$ cat config.mk
export PLATFORM = sky130hd
export DESIGN_NAME = sram_bus_ctrl
export DESIGN_NICKNAME = d
export VERILOG_FILES = /design/src/rtl/sram_ctrl_pkg.sv /design/src/rtl/sram_addr_decode.sv /design/src/rtl/sram_phase_timer.sv /design/src/rtl/sram_access_seq.sv /design/src/rtl/sram_bus_ctrl.sv
export SDC_FILE = /design/constraint.sdc
export NUM_CORES = 1
export LEC_CHECK = 0
export BUFFER_PORTS_ARGS = -buffer_cell sky130_fd_sc_hd__buf_2
export CAP_MARGIN = 20
export CORE_ASPECT_RATIO = 0.75
export CORE_MARGIN = 10
export CORE_UTILIZATION = 40
export DETAILED_ROUTE_END_ITERATION = 16
export PLACE_DENSITY = 0.78
export SLEW_MARGIN = 10
export SYNTH_ARGS = -nofsm -noshare
export SYNTH_HDL_FRONTEND = slang
export SYNTH_HIERARCHICAL = 1
export SYNTH_SLANG_ARGS = --single-unit
$ cat constraint.sdc
create_clock -name clk -period 2.44 [get_ports clk]
set_clock_uncertainty 0.1 [all_clocks]
set_input_delay 0.122 -clock clk [delete_from_list [all_inputs] [get_ports clk]]
set_output_delay 0.122 -clock clk [all_outputs]
set_load 0.05 [all_outputs]
$ cat src/rtl/sram_ctrl_pkg.sv
`timescale 1ns/1ps
// Package: shared types of the asynchronous SRAM controller.
// Assumes nothing; holds only the sequencer state encoding.
package sram_ctrl_pkg;

    // Access sequencer states.
    typedef enum logic [2:0] {
        ST_IDLE   = 3'd0,
        ST_SETUP  = 3'd1,
        ST_DATA   = 3'd2,
        ST_RDRSP  = 3'd3,
        ST_WRHOLD = 3'd4,
        ST_ERR    = 3'd5
    } seq_state_t;

endpackage

$ cat src/rtl/sram_addr_decode.sv
`timescale 1ns/1ps
// Module: sram_addr_decode
// Splits a host byte address into channel and word address and decides
// whether the request may reach the memory (window tag, device range,
// per-channel enable and write permit). Purely combinational.
// Assumes the channel field lies directly above the channel span.
module sram_addr_decode #(
    parameter int HADDR_W      = 32,
    parameter int MEM_AW       = 19,
    parameter int CH_LOG2      = 2,
    parameter int CH_SPAN_LOG2 = 26,
    parameter int WIN_TAG      = 6
) (
    input  logic [HADDR_W-1:0]        host_addr,
    input  logic                      is_write,
    input  logic [(1<<CH_LOG2)-1:0]   chan_en,
    input  logic                      write_permit,
    output logic                      hit,
    output logic [CH_LOG2-1:0]        chan,
    output logic [MEM_AW-1:0]         word
);
    localparam int TAG_W   = HADDR_W - CH_SPAN_LOG2 - CH_LOG2;
    localparam int DEV_TOP = MEM_AW + 1;

    logic in_window;
    logic in_device;
    logic unused_lsb;

    // Window tag compare on the top address bits.
    assign in_window = host_addr[HADDR_W-1 -: TAG_W] == TAG_W'(WIN_TAG);

    // Bits between the device size and the channel span must be zero.
    generate
        if (CH_SPAN_LOG2 > DEV_TOP) begin : g_range
            assign in_device = host_addr[CH_SPAN_LOG2-1:DEV_TOP] == '0;
        end else begin : g_full
            assign in_device = 1'b1;
        end
    endgenerate

    // Field extraction and final permit.
    assign chan       = host_addr[CH_SPAN_LOG2 +: CH_LOG2];
    assign word       = host_addr[MEM_AW:1];
    assign unused_lsb = host_addr[0];
    assign hit        = in_window && in_device && chan_en[chan] &&
                        (!is_write || write_permit);
endmodule

$ cat src/rtl/sram_phase_timer.sv
`timescale 1ns/1ps
// Module: sram_phase_timer
// Down-counter that times one access phase. Loaded with (length-1);
// 'last' is high in the final cycle of the phase.
// Assumes the loader reloads it in the last cycle of each phase.
module sram_phase_timer #(
    parameter int CNT_W = 8
) (
    input  logic             clk,
    input  logic             rst_n,
    input  logic             load,
    input  logic [CNT_W-1:0] load_val,
    output logic             last
);
    logic [CNT_W-1:0] cnt;

    // Count down toward zero, reload on request.
    always_ff @(posedge clk) begin
        if (!rst_n)            cnt <= '0;
        else if (load)         cnt <= load_val;
        else if (cnt != '0)    cnt <= cnt - 1'b1;
    end

    assign last = (cnt == '0);
endmodule

$ cat src/rtl/sram_access_seq.sv
`timescale 1ns/1ps
// Module: sram_access_seq
// Runs one memory access at a time: address setup, data phase, then a
// one-cycle response (with bus hold for writes) or an error response.
// Assumes the decoder result is valid while req_valid is high in idle and
// that configuration inputs only change while idle.
module sram_access_seq
    import sram_ctrl_pkg::*;
#(
    parameter int MEM_AW  = 19,
    parameter int DATA_W  = 16,
    parameter int CH_LOG2 = 2,
    parameter int AS_W    = 4,
    parameter int DS_W    = 8,
    parameter int CNT_W   = 8
) (
    input  logic                      clk,
    input  logic                      rst_n,
    input  logic                      req_valid,
    output logic                      req_ready,
    input  logic                      req_write,
    input  logic [DATA_W-1:0]         req_wdata,
    input  logic [DATA_W/8-1:0]       req_be,
    input  logic                      dec_hit,
    input  logic [CH_LOG2-1:0]        dec_chan,
    input  logic [MEM_AW-1:0]         dec_word,
    input  logic [AS_W-1:0]           cfg_addset,
    input  logic [DS_W-1:0]           cfg_datast,
    output logic                      tmr_load,
    output logic [CNT_W-1:0]          tmr_val,
    input  logic                      tmr_last,
    output logic                      rsp_valid,
    output logic                      rsp_err,
    output logic [DATA_W-1:0]         rsp_rdata,
    output logic [MEM_AW-1:0]         mem_addr,
    output logic [DATA_W-1:0]         mem_dq_o,
    output logic                      mem_dq_oe,
    input  logic [DATA_W-1:0]         mem_dq_i,
    output logic [(1<<CH_LOG2)-1:0]   mem_ce_n,
    output logic                      mem_oe_n,
    output logic                      mem_we_n,
    output logic [DATA_W/8-1:0]       mem_bl_n
);
    localparam int CH_N = 1 << CH_LOG2;
    localparam int BL_W = DATA_W / 8;

    seq_state_t          state;
    logic                lat_write;
    logic [CH_LOG2-1:0]  lat_chan;
    logic [MEM_AW-1:0]   lat_word;
    logic [DATA_W-1:0]   lat_wdata;
    logic [BL_W-1:0]     lat_be;
    logic [DATA_W-1:0]   rdata_q;
    logic                accept;
    logic                ce_act;
    logic                in_data;

    assign accept = (state == ST_IDLE) && req_valid;

    // State walk and request capture.
    always_ff @(posedge clk) begin
        if (!rst_n) begin
            state     <= ST_IDLE;
            lat_write <= 1'b0;
            lat_chan  <= '0;
            lat_word  <= '0;
            lat_wdata <= '0;
            lat_be    <= '0;
            rdata_q   <= '0;
        end else begin
            case (state)
                ST_IDLE: if (req_valid) begin
                    lat_write <= req_write;
                    lat_chan  <= dec_chan;
                    lat_word  <= dec_word;
                    lat_wdata <= req_wdata;
                    lat_be    <= req_be;
                    state     <= dec_hit ? ST_SETUP : ST_ERR;
                end
                ST_SETUP: if (tmr_last) state <= ST_DATA;
                ST_DATA: if (tmr_last) begin
                    if (lat_write) begin
                        state <= ST_WRHOLD;
                    end else begin
                        rdata_q <= mem_dq_i;
                        state   <= ST_RDRSP;
                    end
                end
                default: state <= ST_IDLE;
            endcase
        end
    end

    // Phase timer loading: setup length on accept, data length after setup.
    assign tmr_load = (accept && dec_hit) || (state == ST_SETUP && tmr_last);
    assign tmr_val  = (state == ST_IDLE) ? CNT_W'(cfg_addset) : CNT_W'(cfg_datast);

    // Strobe activity derived from the state.
    assign ce_act  = (state == ST_SETUP) || (state == ST_DATA) || (state == ST_WRHOLD);
    assign in_data = (state == ST_DATA);

    // One chip select per channel.
    generate
        for (genvar c = 0; c < CH_N; c++) begin : g_ce
            assign mem_ce_n[c] = !(ce_act && (lat_chan == CH_LOG2'(c)));
        end
    endgenerate

    // Memory-side outputs.
    assign mem_addr  = lat_word;
    assign mem_dq_o  = lat_wdata;
    assign mem_oe_n  = !(in_data && !lat_write);
    assign mem_we_n  = !(in_data && lat_write);
    assign mem_bl_n  = ce_act ? ~lat_be : '1;
    assign mem_dq_oe = lat_write && (in_data || state == ST_WRHOLD);

    // Host-side outputs.
    assign req_ready = (state == ST_IDLE);
    assign rsp_valid = (state == ST_RDRSP) || (state == ST_WRHOLD) || (state == ST_ERR);
    assign rsp_err   = (state == ST_ERR);
    assign rsp_rdata = rdata_q;


    we_drives_bus_chk: assert property (@(posedge clk) disable iff (!rst_n)
        !mem_we_n |-> mem_dq_oe);

    bus_hold_after_we_chk: assert property (@(posedge clk) disable iff (!rst_n)
        $rose(mem_we_n) |-> (mem_dq_oe && rsp_valid && !rsp_err));

    oe_after_setup_chk: assert property (@(posedge clk) disable iff (!rst_n)
        $fell(mem_oe_n) |-> ($past(mem_ce_n) == mem_ce_n && mem_ce_n != '1));

    oe_we_excl_chk: assert property (@(posedge clk) disable iff (!rst_n)
        (mem_oe_n || mem_we_n));

    one_ce_chk: assert property (@(posedge clk) disable iff (!rst_n)
        $countones(~mem_ce_n) <= 1);

    busy_not_ready_chk: assert property (@(posedge clk) disable iff (!rst_n)
        (mem_ce_n != '1) |-> !req_ready);
endmodule

$ cat src/rtl/sram_bus_ctrl.sv
`timescale 1ns/1ps
// Module: sram_bus_ctrl (top)
// Bridges a valid/ready host port to an external asynchronous 16-bit SRAM
// across four chip-select channels with programmable phase lengths.
// Assumes the data pads (tristate) are outside this block.
module sram_bus_ctrl #(
    parameter int HADDR_W      = 32,
    parameter int MEM_AW       = 19,
    parameter int DATA_W       = 16,
    parameter int CH_LOG2      = 2,
    parameter int CH_SPAN_LOG2 = 26,
    parameter int WIN_TAG      = 6,
    parameter int AS_W         = 4,
    parameter int DS_W         = 8
) (
    input  logic                      clk,
    input  logic                      rst_n,
    input  logic [(1<<CH_LOG2)-1:0]   cfg_bank_en,
    input  logic                      cfg_wr_en,
    input  logic [AS_W-1:0]           cfg_addset,
    input  logic [DS_W-1:0]           cfg_datast,
    input  logic                      req_valid,
    output logic                      req_ready,
    input  logic                      req_write,
    input  logic [HADDR_W-1:0]        req_addr,
    input  logic [DATA_W-1:0]         req_wdata,
    input  logic [DATA_W/8-1:0]       req_be,
    output logic                      rsp_valid,
    output logic                      rsp_err,
    output logic [DATA_W-1:0]         rsp_rdata,
    output logic [MEM_AW-1:0]         mem_addr,
    output logic [DATA_W-1:0]         mem_dq_o,
    output logic                      mem_dq_oe,
    input  logic [DATA_W-1:0]         mem_dq_i,
    output logic [(1<<CH_LOG2)-1:0]   mem_ce_n,
    output logic                      mem_oe_n,
    output logic                      mem_we_n,
    output logic [DATA_W/8-1:0]       mem_bl_n
);
    localparam int CNT_W = (AS_W > DS_W) ? AS_W : DS_W;

    logic               dec_hit;
    logic [CH_LOG2-1:0] dec_chan;
    logic [MEM_AW-1:0]  dec_word;
    logic               tmr_load;
    logic [CNT_W-1:0]   tmr_val;
    logic               tmr_last;

    sram_addr_decode #(
        .HADDR_W(HADDR_W), .MEM_AW(MEM_AW), .CH_LOG2(CH_LOG2),
        .CH_SPAN_LOG2(CH_SPAN_LOG2), .WIN_TAG(WIN_TAG)
    ) i_decode (
        .host_addr(req_addr), .is_write(req_write), .chan_en(cfg_bank_en),
        .write_permit(cfg_wr_en), .hit(dec_hit), .chan(dec_chan), .word(dec_word)
    );

    sram_phase_timer #(.CNT_W(CNT_W)) i_timer (
        .clk(clk), .rst_n(rst_n), .load(tmr_load), .load_val(tmr_val), .last(tmr_last)
    );

    sram_access_seq #(
        .MEM_AW(MEM_AW), .DATA_W(DATA_W), .CH_LOG2(CH_LOG2),
        .AS_W(AS_W), .DS_W(DS_W), .CNT_W(CNT_W)
    ) i_seq (
        .clk(clk), .rst_n(rst_n),
        .req_valid(req_valid), .req_ready(req_ready), .req_write(req_write),
        .req_wdata(req_wdata), .req_be(req_be),
        .dec_hit(dec_hit), .dec_chan(dec_chan), .dec_word(dec_word),
        .cfg_addset(cfg_addset), .cfg_datast(cfg_datast),
        .tmr_load(tmr_load), .tmr_val(tmr_val), .tmr_last(tmr_last),
        .rsp_valid(rsp_valid), .rsp_err(rsp_err), .rsp_rdata(rsp_rdata),
        .mem_addr(mem_addr), .mem_dq_o(mem_dq_o), .mem_dq_oe(mem_dq_oe),
        .mem_dq_i(mem_dq_i), .mem_ce_n(mem_ce_n), .mem_oe_n(mem_oe_n),
        .mem_we_n(mem_we_n), .mem_bl_n(mem_bl_n)
    );


    refused_req_err_chk: assert property (@(posedge clk) disable iff (!rst_n)
        (req_valid && req_ready && !dec_hit) |=> (rsp_valid && rsp_err && mem_ce_n == '1));

    no_write_without_permit_chk: assert property (@(posedge clk) disable iff (!rst_n)
        (req_valid && req_ready && req_write && !cfg_wr_en) |=> (mem_we_n && rsp_err));
endmodule

# Yosys cells after proc, flatten, opt, wreduce, memory -nomap -nowiden
# Index checks and enable logic that the tools add are counted.
# op_classes
bitwise	2
n_eq_ne	12
n_addsub	1
magnitude_cmp	1
mux	12
n_reduce_logical	37
# op_table
cell	count
two-way mux 8 bit	3
two-way mux 3 bit	5
logical AND 1 bit	13
one-hot mux 3 bit (3 select lines)	1
zero test 1 bit	8
zero test 8 bit	1
nonzero test 8 bit	1
subtractor 8 x 1 -> 8 bit, second input constant	1
logical OR 1 bit	7
equality test 3 x 2 -> 1 bit, second input constant	2
equality test 3 bit, second input constant	2
zero test 6 bit	1
AND reduction 3 bit	2
equality test 2 bit, second input constant	2
equality test 4 x 3 -> 1 bit, second input constant	1
!= test 2 x 1 -> 1 bit, second input constant	2
equality test 3 x 1 -> 1 bit, second input constant	1
zero test 3 bit	1
< comparator 2 x 3 -> 1 bit, second input constant	1
binary-select mux 1 bit (select 2 bit)	1
equality test 2 x 1 -> 1 bit, second input constant	1
zero test 2 bit	1
two-way mux 2 bit	1
!= test 2 bit, second input constant	1
5 further kinds	5
# word_totals
output_inout_bits	63
register_bits	67
elab_cells	73

# Depth between registers and ports, before layout
# logic_depth
depth_word	7
ltp_mapped	9

# Modules after synthesis
# The synthesis kept the hierarchy.
# by_module_without_submodules
module	cells_each	area_per_inst_um2	instances
sram_access_seq	294	2502.4	1
sram_phase_timer	51	457.9	1
sram_addr_decode	27	227.7	1

# Worst setup path before layout
# OpenSTA, ideal clock, no wires.
# synth_path
path_type	input to register
startpoint	input req_addr[25]
endpoint	register i_timer.cnt[1]
required_time_ps	2205
path_slack_ps	9
arrival_time_ps	2196
n_path_buf	0
stages	8
setup_ps	135
cell_sequence	or4b_4 -> nor4b_2 -> and3_1 -> nand3b_1 -> a211oi_1 -> inv_1 -> o21ai_0 -> a311oi_2
# synth_via
elab_chain_cells	7
word_cells_on_any_way	8
# synth_rtl
element	line	source
start: declaration	sram_bus_ctrl.sv:25	input logic [HADDR_W-1:0] req_addr,
zero test 6 bit *	sram_addr_decode.sv:35	assign in_device = host_addr[CH_SPAN_LOG2-1:DEV_TOP] == '0;
logical AND 1 bit * (3 in series)	sram_addr_decode.sv:45	assign hit = in_window && in_device && chan_en[chan] &&
net dec_hit	sram_bus_ctrl.sv:42	logic dec_hit;
logical AND 1 bit *	sram_access_seq.sv:95	assign tmr_load = (accept && dec_hit) || (state == ST_SETUP && tmr_last);
logical OR 1 bit *	sram_access_seq.sv:95	
net tmr_load	sram_bus_ctrl.sv:45	logic tmr_load;
two-way mux 8 bit / nonzero test 2 bit (equally long branches)	--	
end signal: assignment	sram_phase_timer.sv:20	else if (load) cnt <= load_val;
end signal: assignment	sram_phase_timer.sv:21	else if (cnt != '0) cnt <= cnt - 1'b1;
end: declaration	sram_phase_timer.sv:15	logic [CNT_W-1:0] cnt;
# The timed path passes the listed nets; every way through them passes the cells marked *.
# A chain may end at the register's enable or synchronous reset.

# Final worst setup path
# layout_path
startpoint	input req_addr[26]
endpoint	register i_timer.cnt[3]
# layout_via
elab_chain_cells	7
word_cells_on_any_way	8
# layout_rtl
element	line
binary-select mux 1 bit (select 2 bit) *	sram_addr_decode.sv:45
two-way mux 1 bit (not written as such) *	sram_addr_decode.sv:45
logical AND 1 bit * (2 in series)	sram_addr_decode.sv:45
net dec_hit	sram_bus_ctrl.sv:42
logical AND 1 bit *	sram_access_seq.sv:95
logical OR 1 bit *	sram_access_seq.sv:95
net tmr_load	sram_bus_ctrl.sv:45
two-way mux 8 bit / nonzero test 2 bit (equally long branches)	--
# The timed path passes the listed nets; every way through them passes the cells marked *. The select of a mux whose other input is x is not followed.

==> summary.md <==
| Metric | Value |
|---|---|
| Status | `completed` |
| Yosys warnings | `6` |
| Stages on the worst setup path | `9` |
| Site Rows | `28` |
| Peak supply drop | `370.2 uV` |
| First-pass GRT wire length | `15870 um` |
| Placement Setup Slack | `between 0.1 and 0.15 ns` |
| Slowest-stage cell, CP | `dlygate4sd3_1` |
| Total nets after synthesis | `460` |
| Setup tns final | `0 ns` |
| Max cap viols | `0` |
| CTS root buf | `clkbuf_8` |
| Slew Viols, Final | `0` |
| Die area | `0.01198 mm^2` |
| Top cell type's share of synthesized area | `0.4207` |
| Main synth FF type | `dfxtp_1` |
| Initial antenna violation count | `2` |
| Vias | `between 3000 and 4000` |
| Most frequent cells in the layout | `buf_2 (148), nand2_1 (123), dfxtp_1 (67)` |
| CP Data Arrival Time | `2.38 ns` |
| Drt wl/cell | `15.05 um` |
| Crit Path Category | `in -> reg` |
| Delay-heaviest family, CP | `buffers and inverters` |
| Largest net degree at the start of global routing | `44` |
| CP max FO | `9` |
| TritonCTS buffer count | `9` |
| Worst hold slack | `0.05304 ns` |
| Die H | `between 90 and 100 um` |
| Finished Layout Cells | `~660` |
| Async SR Flop Fraction | `0` |
| Min cycle time layout | `2.240 ns` |
| RSZ-0062 raised after global routing | `no` |
| Synth unique cells | `47` |
| Leakage | `2.056 nW` |
| Area leader, netlist | `dfxtp_1` |
| CTS resizes | `0` |
| Crit path required time | `2.58 ns` |
| Skew-Pair Late Insertion Delay | `0.33 ns` |
| CTS tree | `done` |
| Metal1 wirelength | `between 3000 and 4000 um` |
| Iter 0 DRT Violations | `around 160` |
| Max incr delay on CP | `approximately 0.54 ns` |
| Placed Cells incl. Taps | `between 500 and 600` |
| H-tree depth | `3` |
| TritonRoute pass-1 iters | `4` |
| CP Cell Sequence | `dlygate4sd3_1 > buf_2 > mux4_2 > and3_1 > nand3b_1 > a211oi_1 > inv_1 > nand2_1 > o31ai_1` |
| Register area share after synthesis | `0.4207` |
| Slack of the critical path | `0.1997 ns` |
| Max Clk Rate | `0.4464 GHz` |
| Layout cell share with drive strength beyond 1 | `0.3375` |
| Mapped Cells | `~370` |
| Vias in the first global route | `3206` |
| CP startpoint kind | `primary input` |
| CP Capture Type | `flip-flop` |
| Pwr dens | `778.1 mW/mm^2` |
| Met3 wire len | `between 800 and 900 um` |
| Finished Core Util | `0.5964` |
| Commonest non-fill, non-tap cell in the layout | `buf_2` |
| Post-DRT Antenna Nets | `0` |
| FF-to-FF path depth | `6` |
| Number of synthesized flops with an enable pin | `0` |
| Buffer count from post-CTS setup fixing | `0` |
| Worst R2R Setup Slack | `0.29 ns` |
| Final Setup Violations | `0` |
| Reg clk slew, reported paths | `0.07 ns` |
| Final hold violation count | `0` |
| Top sig layer | `met4` |
| Critical R2R Launch | `i_timer/cnt[3]` |
| Period utilization | `0.9182` |
| Final WL | `9990 um` |
| Synthesized area | `between 0.003 and 0.004 mm^2` |
| Worst R2R End | `i_seq/rsp_rdata[13]` |
| Final HPWL DP | `6722 um` |
| Port Buffers | `148` |
| CP Launch Point | `req_addr[26]` |
| Maximum root-to-sink buffer count | `2` |
| Fillers | `680` |
| Synth-to-Final Area Change | `46.15%` |
| Slew HR | `0.5262` |
| Die width | `around 120 um` |
| Number of synthesized register bits | `67` |
| Total global-route track usage | `0.1633` |
| DRC | `0` |
| Critical path endpoint | `i_timer/cnt[3]` |
| Met2 WL post-DR | `5247 um` |
| Buf/Inv on CP | `3` |
| Post-CTS Hold Buffers | `56` |
| Core ar. | `0.007812 mm^2` |
| I/O pin cnt | `150` |
| Worst hold path class | `in -> reg` |
| Clock sinks | `67` |
| # nets final | `640` |
| Grt total ovfl | `0` |
| Least-Margin Pin Slew | `about 0.71 ns` |
| DR vias/cell | `4.744` |
| Synth top area cells | `dfxtp_1 (42%), nand2_1 (14%), a21boi_0 (7.8%)` |
| Starting Density | `0.4081` |
| GP Congestion | `~0.73` |
| Syn Area/Cell | `8.570 um^2` |
==> registers in the layout, indices dropped and copies added (netlist names) <==
name,count
i_seq/lat_chan,2
i_seq/state,3
i_timer/cnt,8
i_seq/rsp_rdata,16
i_seq/mem_dq_o,16
i_seq/lat_write,1
i_seq/lat_be,2
i_seq/mem_addr,19
==> synthesized netlist by cell type, drive strengths merged, types with 2 or more instances <==
library cell / number
nand3: 7
nand2: 123
or4b: 2
nor4b: 2
nor2b: 6
xnor2: 5
o21ai: 4
buf: 29
dfxtp: 67
inv: 3
nor3: 4
clkbuf: 16
a21boi: 40
nand2b: 3
nand3b: 5
nor3b: 4
mux2: 4
nor2: 5
a21oi: 2
nor4: 2
o31ai: 4
mux2i: 18
==> cell type report <==
type | count | area [um^2] | area share
sequential | 67 | 1341 | 0.2879
antenna | 2 | 5.005 | 0.001074
inverter | 3 | 11.26 | 0.002417
clock inverter | 6 | 66.31 | 0.01423
clock buffer | 10 | 127.6 | 0.02739
multi-input combinational | 257 | 1563 | 0.3354
tap | 105 | 131.4 | 0.02820
timing repair buffer | 214 | 1414 | 0.3034
==> per-stage QoR <==
step | area (um^2) | power (mW)
finish | 4659 | 3.626
global route | 4659 | 3.843
CTS | 4654 | 3.673
detailed placement | 3900 | 2.677
global placement | 3900 | 2.634
floorplan | 3188 | 2.339
==> cell families after synthesis <==
logic type	after synthesis	synth area share
AND/OR/NAND/NOR	170	0.2551
flip-flops	67	0.4207
AO/OA/AOI/OAI	57	0.1323
buffers and inverters	48	0.09380
multiplexers	23	0.07771
XOR/XNOR	6	0.01648
adder cells (fa/ha/maj)	1	0.003924
==> where the power goes <==
part | leakage [nW] | internal [mW] | switching [mW] | total (mW)
Sequential | 0.548 | 1.23 | 0.117 | 1.35
Clock | 0.0885 | 0.472 | 0.431 | 0.903
Combinational | 1.42 | 0.540 | 0.836 | 1.38
Total | 2.06 | 2.24 | 1.38 | 3.63
==> how the worst min path moves through the flow <==
stage | depth (start not counted) | slack [ns] | start | end
6_report | 4 | 0.05 | cfg_datast[4] | i_timer/cnt[4]
3_3_place_gp | 3 | 0.27 | req_wdata[7] | i_seq/mem_dq_o[7]
5_1_grt | 3 | 0.04 | req_valid | i_seq/state[2]
3_5_place_dp | 3 | 0.27 | req_addr[8] | i_seq/mem_addr[7]
2_1_floorplan | 2 | 0.16 | req_write | i_seq/lat_write
4_1_cts | 3 | 0.03 | req_valid | i_seq/state[2]
==> layer usage <==
metal / global-route usage / vias up
met1: 0.1705 / 1451
met3: 0.06214 / 16
met5: 0 / -
met2: 0.2869 / 106
met4: 0.06434 / 0
li1: - / 1577
==> worst register-to-register path: cells and delay by family (launching register included) <==
family / cells / cell delay, ns
buf+inv: 2 / 0.52
flops: 1 / 0.37
mux: 1 / 0.25
simple gates: 3 / 0.85
Note: power is estimated with default switching activity, not from simulation.
